==> src/rtl/fault_entry_pkg.sv <==
package fault_entry_pkg;
  localparam int XLEN = 32;
  localparam int HALF = XLEN / 2;

  // vector index of big-endian architectural bit n is XLEN-1-n
  localparam int MSR_ILE = XLEN - 1 - 15;
  localparam int MSR_ME  = XLEN - 1 - 19;
  localparam int MSR_IP  = XLEN - 1 - 25;
  localparam int MSR_DR  = XLEN - 1 - 27;
  localparam int MSR_RI  = XLEN - 1 - 30;
  localparam int MSR_LE  = XLEN - 1 - 31;

  typedef enum logic [2:0] {
    OP_NONE  = 3'd0,
    OP_LOAD  = 3'd1,
    OP_STORE = 3'd2,
    OP_ICBI  = 3'd3,
    OP_DCBZ  = 3'd4,
    OP_DCBST = 3'd5,
    OP_DCBF  = 3'd6,
    OP_DCBI  = 3'd7
  } acc_op_e;

  typedef enum logic [1:0] {
    CAUSE_NONE = 2'd0,
    CAUSE_IERR = 2'd1,
    CAUSE_DMISS = 2'd2,
    CAUSE_DERR = 2'd3
  } cause_e;
endpackage

==> src/rtl/fault_classify.sv <==
module fault_classify
  import fault_entry_pkg::*;
(
  input  logic [2:0] acc_op_i,
  input  logic       seg_valid_i,
  input  logic       page_valid_i,
  input  logic       prot_viol_i,
  input  logic       change_i,
  input  logic       dmiss_i,
  input  logic       dr_en_i,
  output logic       dmiss_o,
  output logic       derr_o
);
  acc_op_e op;
  logic    is_write;
  logic    bad_xlat;

  assign op       = acc_op_e'(acc_op_i);
  assign is_write = (op == OP_STORE) || (op == OP_DCBZ);
  assign bad_xlat = !seg_valid_i || !page_valid_i;

  assign dmiss_o = dmiss_i && dr_en_i;
  // protection and clean-page write collapse into one error
  assign derr_o  = (op != OP_NONE) &&
                   (bad_xlat || prot_viol_i || (is_write && !change_i));
endmodule

==> src/rtl/fault_arbiter.sv <==
module fault_arbiter
  import fault_entry_pkg::*;
(
  input  logic            ierr_i,
  input  logic            dmiss_i,
  input  logic            derr_i,
  input  logic [XLEN-1:0] ipc_i,
  input  logic [XLEN-1:0] dpc_i,
  output logic            take_o,
  output cause_e          cause_o,
  output logic [XLEN-1:0] epc_o
);
  always_comb begin
    take_o  = 1'b1;
    cause_o = CAUSE_NONE;
    epc_o   = dpc_i;
    if (ierr_i) begin
      cause_o = CAUSE_IERR;
      epc_o   = ipc_i;
    end else if (dmiss_i) begin
      cause_o = CAUSE_DMISS;
    end else if (derr_i) begin
      cause_o = CAUSE_DERR;
    end else begin
      take_o = 1'b0;
    end
  end
endmodule

==> src/rtl/fault_vector.sv <==
module fault_vector
  import fault_entry_pkg::*;
#(
  parameter logic [XLEN-1:0] LO_BASE   = 32'h0000_0000,
  parameter logic [XLEN-1:0] HI_BASE   = 32'hFFF0_0000,
  parameter logic [XLEN-1:0] OFF_IERR  = 32'h0000_1300,
  parameter logic [XLEN-1:0] OFF_DMISS = 32'h0000_1200,
  parameter logic [XLEN-1:0] OFF_DERR  = 32'h0000_1400
) (
  input  cause_e          cause_i,
  input  logic            ip_i,
  output logic [XLEN-1:0] target_o
);
  logic [XLEN-1:0] base;
  logic [XLEN-1:0] off;

  assign base = ip_i ? HI_BASE : LO_BASE;

  always_comb begin
    unique case (cause_i)
      CAUSE_IERR:  off = OFF_IERR;
      CAUSE_DMISS: off = OFF_DMISS;
      CAUSE_DERR:  off = OFF_DERR;
      default:     off = '0;
    endcase
  end

  assign target_o = base | off;
endmodule

==> src/rtl/fault_state.sv <==
module fault_state
  import fault_entry_pkg::*;
(
  input  logic [XLEN-1:0] msr_i,
  output logic [XLEN-1:0] srr1_o,
  output logic [XLEN-1:0] msr_o
);
  localparam logic [XLEN-1:0] KEEP = (XLEN'(1) << MSR_IP) | (XLEN'(1) << MSR_ME);

  // architectural bits 0..15 cleared, 16..31 copied
  for (genvar b = 0; b < XLEN; b++) begin : g_srr1
    if (b >= HALF) begin : g_clr
      assign srr1_o[b] = 1'b0;
    end else begin : g_cpy
      assign srr1_o[b] = msr_i[b];
    end
  end

  always_comb begin
    msr_o         = msr_i & KEEP;
    msr_o[MSR_LE] = msr_i[MSR_ILE];
  end
endmodule

==> src/rtl/fault_entry.sv <==
module fault_entry
  import fault_entry_pkg::*;
#(
  parameter logic [31:0] HI_BASE = 32'hFFF0_0000
) (
  input  logic        clk_i,
  input  logic        rst_ni,
  input  logic        itlb_err_i,
  input  logic        dmiss_i,
  input  logic [2:0]  acc_op_i,
  input  logic        seg_valid_i,
  input  logic        page_valid_i,
  input  logic        prot_viol_i,
  input  logic        change_i,
  input  logic [31:0] ipc_i,
  input  logic [31:0] dpc_i,
  input  logic [31:0] msr_i,
  output logic        redirect_o,
  output logic [31:0] redirect_pc_o,
  output logic [1:0]  cause_o,
  output logic [31:0] srr0_o,
  output logic [31:0] srr1_o,
  output logic [31:0] msr_o
);
  logic            dmiss_q;
  logic            derr;
  logic            take;
  cause_e          cause_n;
  logic [XLEN-1:0] epc;
  logic [XLEN-1:0] target;
  logic [XLEN-1:0] srr1_n;
  logic [XLEN-1:0] msr_n;

  fault_classify u_cls (
    .acc_op_i     (acc_op_i),
    .seg_valid_i  (seg_valid_i),
    .page_valid_i (page_valid_i),
    .prot_viol_i  (prot_viol_i),
    .change_i     (change_i),
    .dmiss_i      (dmiss_i),
    .dr_en_i      (msr_i[MSR_DR]),
    .dmiss_o      (dmiss_q),
    .derr_o       (derr)
  );

  fault_arbiter u_arb (
    .ierr_i  (itlb_err_i),
    .dmiss_i (dmiss_q),
    .derr_i  (derr),
    .ipc_i   (ipc_i),
    .dpc_i   (dpc_i),
    .take_o  (take),
    .cause_o (cause_n),
    .epc_o   (epc)
  );

  fault_vector #(.HI_BASE(HI_BASE)) u_vec (
    .cause_i  (cause_n),
    .ip_i     (msr_i[MSR_IP]),
    .target_o (target)
  );

  fault_state u_st (
    .msr_i  (msr_i),
    .srr1_o (srr1_n),
    .msr_o  (msr_n)
  );

  always_ff @(posedge clk_i or negedge rst_ni) begin
    if (!rst_ni) begin
      redirect_o    <= 1'b0;
      redirect_pc_o <= '0;
      cause_o       <= '0;
      srr0_o        <= '0;
      srr1_o        <= '0;
      msr_o         <= '0;
    end else begin
      redirect_o <= take;
      if (take) begin
        redirect_pc_o <= target;
        cause_o       <= cause_n;
        srr0_o        <= epc;
        srr1_o        <= srr1_n;
        msr_o         <= msr_n;
      end
    end
  end
endmodule

==> config.mk <==
export PLATFORM = sky130hd
export DESIGN_NAME = fault_entry
export DESIGN_NICKNAME = d
export VERILOG_FILES = /design/src/rtl/fault_entry_pkg.sv /design/src/rtl/fault_classify.sv /design/src/rtl/fault_arbiter.sv /design/src/rtl/fault_vector.sv /design/src/rtl/fault_state.sv /design/src/rtl/fault_entry.sv
export SDC_FILE = /design/constraint.sdc
export NUM_CORES = 1
export LEC_CHECK = 0
export CAP_MARGIN = 20
export CORE_AREA = 2 2 85 120
export DETAILED_ROUTE_END_ITERATION = 6
export DIE_AREA = 0 0 87 122
export PLACE_DENSITY = 0.83
export SYNTH_ARGS = -nofsm -noshare
export SYNTH_HDL_FRONTEND = slang
export SYNTH_SLANG_ARGS = --single-unit
==> constraint.sdc <==
create_clock -name clk_i -period 1.07 [get_ports clk_i]
set_clock_uncertainty 0.05 [all_clocks]
set_input_delay 0.107 -clock clk_i [delete_from_list [all_inputs] [get_ports clk_i]]
set_output_delay 0.107 -clock clk_i [all_outputs]
set_load 0.05 [all_outputs]
# --- Word-level counts from Yosys, hierarchy flattened ---
# Index checks and enable logic that the tools add are counted.
totals:
  register_bits: 86
  wordCells: 32
  input_bits: 107
  out_inout_bits: 131
op_classes:
  bitwise: 1
  mux: 9
  n_eq_ne: 5
  n_reduce_logical: 11
op_table:
  columns: ["op", "n"]
  rows:
  - ["two-way mux 32 bit", 2]
  - ["case mux 13 bit (3 select lines)", 1]
  - ["bitwise OR 32 x 13 -> 32 bit", 1]
  - ["two-way mux 2 bit", 3]
  - ["equality test 2 bit (second input constant)", 2]
  - ["logical OR 1 bit", 4]
  - ["equality test 3 x 2 -> 1 bit (second input constant)", 1]
  - ["equality test 3 bit (second input constant)", 1]
  - ["logical AND 1 bit", 3]
  - ["zero test 1 bit", 3]
  - ["two-way mux 1 bit", 3]
  - ["nonzero test 3 bit", 1]
  - ["equality test 2 x 1 -> 1 bit (second input constant)", 1]

# --- Logic depth before layout (Yosys ltp) ---
depth:
  depth_word: 11
  mapped_depth: 7
  mapped_depth_nobuf: 6

# --- Hierarchy ---
# Synthesis repeated with hierarchy kept, for this count alone.
hier_totals:
  hier_cells: 420
  area_unflattened_um2: 6222.2
modules_own_cells:
  columns: ["module", "instances", "seq_area_each_um2", "cells_each", "area_per_inst_um2"]
  rows:
  - ["fault_entry", 1, 3278.1, 275, 4877.2]
  - ["fault_arbiter", 1, 0.0, 41, 561.8]
  - ["fault_state", 1, 0.0, 65, 484.2]
  - ["fault_vector", 1, 0.0, 35, 262.8]
  - ["fault_classify", 1, 0.0, 4, 36.3]

# --- Least setup slack after synthesis ---
# Ideal clock, no wire load.
synth_timing:
  kind: "in2reg"
  from: "input port acc_op_i[2]"
  to: "register redirect_pc_o[9]"
  n_path_buf: 1
  setup_time_ns: 0.125
  arrival_ns: 1.666
  setup_slack_ns: -0.771
  t_required_ns: 0.895
  path_stages: 7
  path_cell_list: "xnor2_1 -> o31a_1 -> o21ai_1 -> buf_2 -> nand2_1 -> ha_1 -> mux2_4"
synth_between:
  elab_chain_cells: 11
  word_cells_on_any_way: 18
  classes_between: "eq/ne: 5; mux: 7; bitwise: 1; reduce/logical: 5"
synth_rtl:
  columns: ["element", "line_no", "rtl"]
  rows:
  - ["from (decl)", "fault_entry.sv:10", "input logic [2:0] acc_op_i,"]
  - ["equality test 3 x 2 -> 1 bit or equality test 3 bit (tied branches)", "fault_classify.sv:19", "assign is_write = (op == OP_STORE) || (op == OP_DCBZ);"]
  - ["logical OR 1 bit", "fault_classify.sv:19", null]
  - ["logical AND 1 bit", "fault_classify.sv:25", "(bad_xlat || prot_viol_i || (is_write && !change_i));"]
  - ["logical OR 1 bit", "fault_classify.sv:25", null]
  - ["logical AND 1 bit (*)", "fault_classify.sv:24", "assign derr_o = (op != OP_NONE) &&"]
  - ["two-way mux 2 bit (*)", "fault_arbiter.sv:22", "end else if (derr_i) begin"]
  - ["two-way mux 2 bit (*)", "fault_arbiter.sv:20", "end else if (dmiss_i) begin"]
  - ["two-way mux 2 bit (*)", "fault_arbiter.sv:17", "if (ierr_i) begin"]
  - ["equality test 2 bit or equality test 2 x 1 -> 1 bit (tied branches)", "fault_vector.sv:20", "unique case (cause_i)"]
  - ["case mux 13 bit (3 select lines) (*)", "fault_vector.sv:20", null]
  - ["bitwise OR 32 x 13 -> 32 bit (*)", "fault_vector.sv:28", "assign target_o = base | off;"]
  - ["named net target[9]", "fault_entry.sv:30", "logic [XLEN-1:0] target;"]
  - ["to (signal assigned)", "fault_entry.sv:80", "redirect_pc_o <= target;"]
  - ["to (decl)", "fault_entry.sv:19", "output logic [31:0] redirect_pc_o,"]
# The timed path passes the listed nets; every way through them passes the cells marked *.
# A chain may end at the register's enable or synchronous reset.

# --- Final worst setup path ---
layout_timing:
  from: "input port acc_op_i[2]"
  to: "register srr1_o[1]"
layout_between:
  elab_chain_cells: 8
  word_cells_on_any_way: 10
  classes_between: "eq/ne: 2; mux: 3; reduce/logical: 5"
layout_rtl:
  columns: ["element", "line_no", "rtl"]
  rows:
  - ["equality test 3 x 2 -> 1 bit or equality test 3 bit (tied branches)", "fault_classify.sv:19", null]
  - ["logical OR 1 bit", "fault_classify.sv:19", null]
  - ["logical AND 1 bit", "fault_classify.sv:25", null]
  - ["logical OR 1 bit", "fault_classify.sv:25", null]
  - ["logical AND 1 bit (*)", "fault_classify.sv:24", null]
  - ["two-way mux 1 bit (*)", "fault_arbiter.sv:22", null]
  - ["two-way mux 1 bit (*)", "fault_arbiter.sv:20", null]
  - ["two-way mux 1 bit (*)", "fault_arbiter.sv:17", null]
  - ["to (signal assigned)", "fault_entry.sv:83", "srr1_o <= srr1_n;"]
  - ["to (decl)", "fault_entry.sv:22", "output logic [31:0] srr1_o,"]
# Every way passes the cells marked *; elsewhere a longest branch is shown, timed or not.

==> flow_summary.json <==
{
  "avgSynthCellArea_sq_um": 9.941,
  "tritoncts": "built",
  "grtUsageTotal_pct": 18.91,
  "crit_buf_inv": 3,
  "multi_input_area_sq_um": 1471,
  "pin_count": 238,
  "io_buffers": 161,
  "areaGrowthSynthToFinish_pct": 89.95,
  "vias": 3005,
  "clk_path_buf_depth": 2,
  "p_leak_nw": 2.791,
  "setup_viol": 72,
  "yosysWarnings": 0,
  "crit_chain": "buf_8 -> buf_6 -> or4_4 -> a21oi_4 -> buf_8 -> mux2_4",
  "postRouteAntennaNets": 0,
  "cp_common_cell": "buf_8",
  "drt_iter0_drc": 105,
  "finalPower_mw": 7.834,
  "path_depth": 6,
  "clock.fmax_mhz": 668.8,
  "numCtsBuffers": 5,
  "gp_congestion": 0.7089,
  "worstSkewPairLatency_ps": 290,
  "synthAdderAreaFrac_pct": 1.155,
  "netlist_instances": 327,
  "peakVddDrop_mv": 0.8808,
  "antenna_found_initial": 0,
  "drc_errors": 0,
  "cpMaxStageDelayCell": "or4_4",
  "grt_max_degree": 61,
  "synth_edf_count": 0,
  "wirelength_mm": 10.86,
  "run_status": "finished with violations",
  "holdPathStages": 3,
  "cts.reportedPaths.clkPinSlew_ps": 70,
  "p_per_area_nw_per_um2": 1269,
  "critPathRequiredTime_ps": 1200,
  "layout_setup_ws_ps": -425.3,
  "violations": "setup timing",
  "grt_pass1_vias": 2975,
  "synth_top_family_by_area": "buffers and inverters",
  "cts_num_sinks": 56,
  "dieHeight_microns": 122,
  "cts-root-buf": "clkbuf_16",
  "synth_mux_area_share_pct": 9.315,
  "num_rows": 43,
  "start_kind": "input port",
  "timing.setup.tns_ps": -19360,
  "grt_pass1_wl_mm": 15.24,
  "ys_seq_area_share_pct": 43.11,
  "initial_core_util_pct": 33.75,
  "antennaDiodeCount": 0,
  "drv_cap": 0,
  "synthXorXnorAreaFrac_pct": 0.2694,
  "dp_hpwl_mm": 6.963,
  "grt_overflow": 0,
  "arrival_ps": 1620,
  "final_common_cell": "clkdlybuf4s50_1",
  "via_per_inst": 4.847,
  "ys_seq_elements": 56,
  "synth_area_leaders": "dfrtp_1, buf_4, mux2_4, nand2_1, o211ai_1",
  "cp_slowest_stage_delay_ps": 560,
  "synth_compound_area_share_pct": 9.815,
  "reg2reg_depth": 2,
  "synth-simple-area-share_pct": 14.97,
  "layout_common_cells": "clkdlybuf4s50_1, buf_12, nand2_1",
  "n_fill_cell": 700,
  "register_area_sq_um": 1403,
  "synth_top_area_share_pct": 43.11,
  "min_path_type": "input port to flop",
  "critical_path.max_fanout": 8,
  "post-route-period-util_pct": 139.7,
  "end_kind": "flop",
  "syn_area_sq_um": 3251,
  "hold_violations": 0,
  "synth_top_area_cell": "dfrtp_1",
  "drt_pass1_iterations": 4,
  "synth-async-reset-ratio_pct": 100.0,
  "rsz0062_at_grt": "true",
  "post-route-min-period_ps": 1495,
  "h-tree-depth": 2,
  "netlist-cell-type-count": 27,
  "critical_path.top_delay_family": "simple AND/OR/NAND/NOR gates",
  "coreArea_sq_um": 9630,
  "synth-main-ff-cell": "dfrtp_1",
  "slew_violations": 0,
  "die_area_sq_um": 10610,
  "die_w_microns": 87,
  "whs_ps": 85.59,
  "criticalPathCategory": "input port to flop",
  "drive_gt1_share_pct": 33.66,
  "wire_per_inst_microns": 17.51,
  "nNetsFinal": 617
}
cells in the mapped netlist, types with 2 or more instances:
cell type  number
mux2_2          2
mux2_4         18
clkbuf_1       17
buf_2           3
dfrtp_1        56
buf_6           3
nand2_1        67
ha_1            3
inv_1           4
nand4_1        32
o211ai_1       32
buf_4          75
cells by family after synthesis:
| kind of cell | after synthesis |
|---|---|
| adder cells (fa/ha/maj) | 3 |
| XOR/XNOR | 1 |
| AND/OR/NAND/NOR | 104 |
| buffers and inverters | 102 |
| multiplexers | 21 |
| flip-flops | 56 |
| other | 1 |
| AO/OA/AOI/OAI | 39 |
worst min-delay path, cell delays in order:
cell and delay [ps]:
buf_6 70, buf_4 90, mux2_4 130
metal layers:
| metal | track usage [%] | vias up | wire [microns] |
|---|---|---|---|
| met4 | 7.813 | 0 | 203 |
| li1 | - | 1352 | - |
| met1 | 19.40 | 1432 | 3678 |
| met3 | 4.268 | 14 | 863 |
| met2 | 35.88 | 207 | 6111 |
| met5 | 0 | - | 0 |
worst paths after layout:
kind / slack [ps] / from / to
max reg2reg: 80 / redirect_pc_o[10] / redirect_pc_o[10]
min in group asynchronous: 300 / rst_ni / srr1_o[3]
min reg2reg: 510 / cause_o[0] / cause_o[0]
max in group asynchronous: 420 / rst_ni / msr_o[6]
max: -430 / acc_op_i[2] / srr1_o[1]
min: 90 / msr_i[4] / srr1_o[4]
through the flow:
stage | instance area (sq um) | worst slack (ps) | utilization, % | cells
after floorplan | 3567 | -581.9 | - | 387
after global placement | 5523 | -1197 | 57.35 | 585
after detailed placement | 5523 | -1258 | 57.35 | 585
after CTS | 6077 | -434.6 | 63.10 | 612
after global routing | 6175 | -441.2 | 64.12 | 620
final | 6175 | -425.3 | 64.12 | 620
state kept, by name, summed over array words and instances, names as in the netlist:
name,flops
msr_o,2
srr1_o,15
redirect_pc_o,4
redirect_o,1
cause_o,2
srr0_o,32
power by group:
part	internal (mW)	switching, mW	leakage [nW]
clock network	1.10	0.725	0.0808
logic	1.59	1.89	2.05
registers	2.30	0.220	0.659
total	5.00	2.83	2.79
cell type report:
cell class | count | share of cell area [%]
well taps | 112 | 2.269
inverters | 4 | 0.2432
flip-flops and latches | 56 | 22.72
multi-input cells | 229 | 23.83
clock inverters | 2 | 0.5674
clock buffers | 6 | 2.087
repair buffers | 211 | 48.29
repair_timing:
item | CTS | global route
endpoints found under the hold margin | 56 | 0
setup endpoints to repair | 72 | 74
hold buffers | 1 | 0
setup buffers | 12 | 12
pin swaps | 14 | 27
cloned | 6 | 4
gates resized for setup | 71 | 25
No activity file was read; power rests on OpenSTA's default activity.
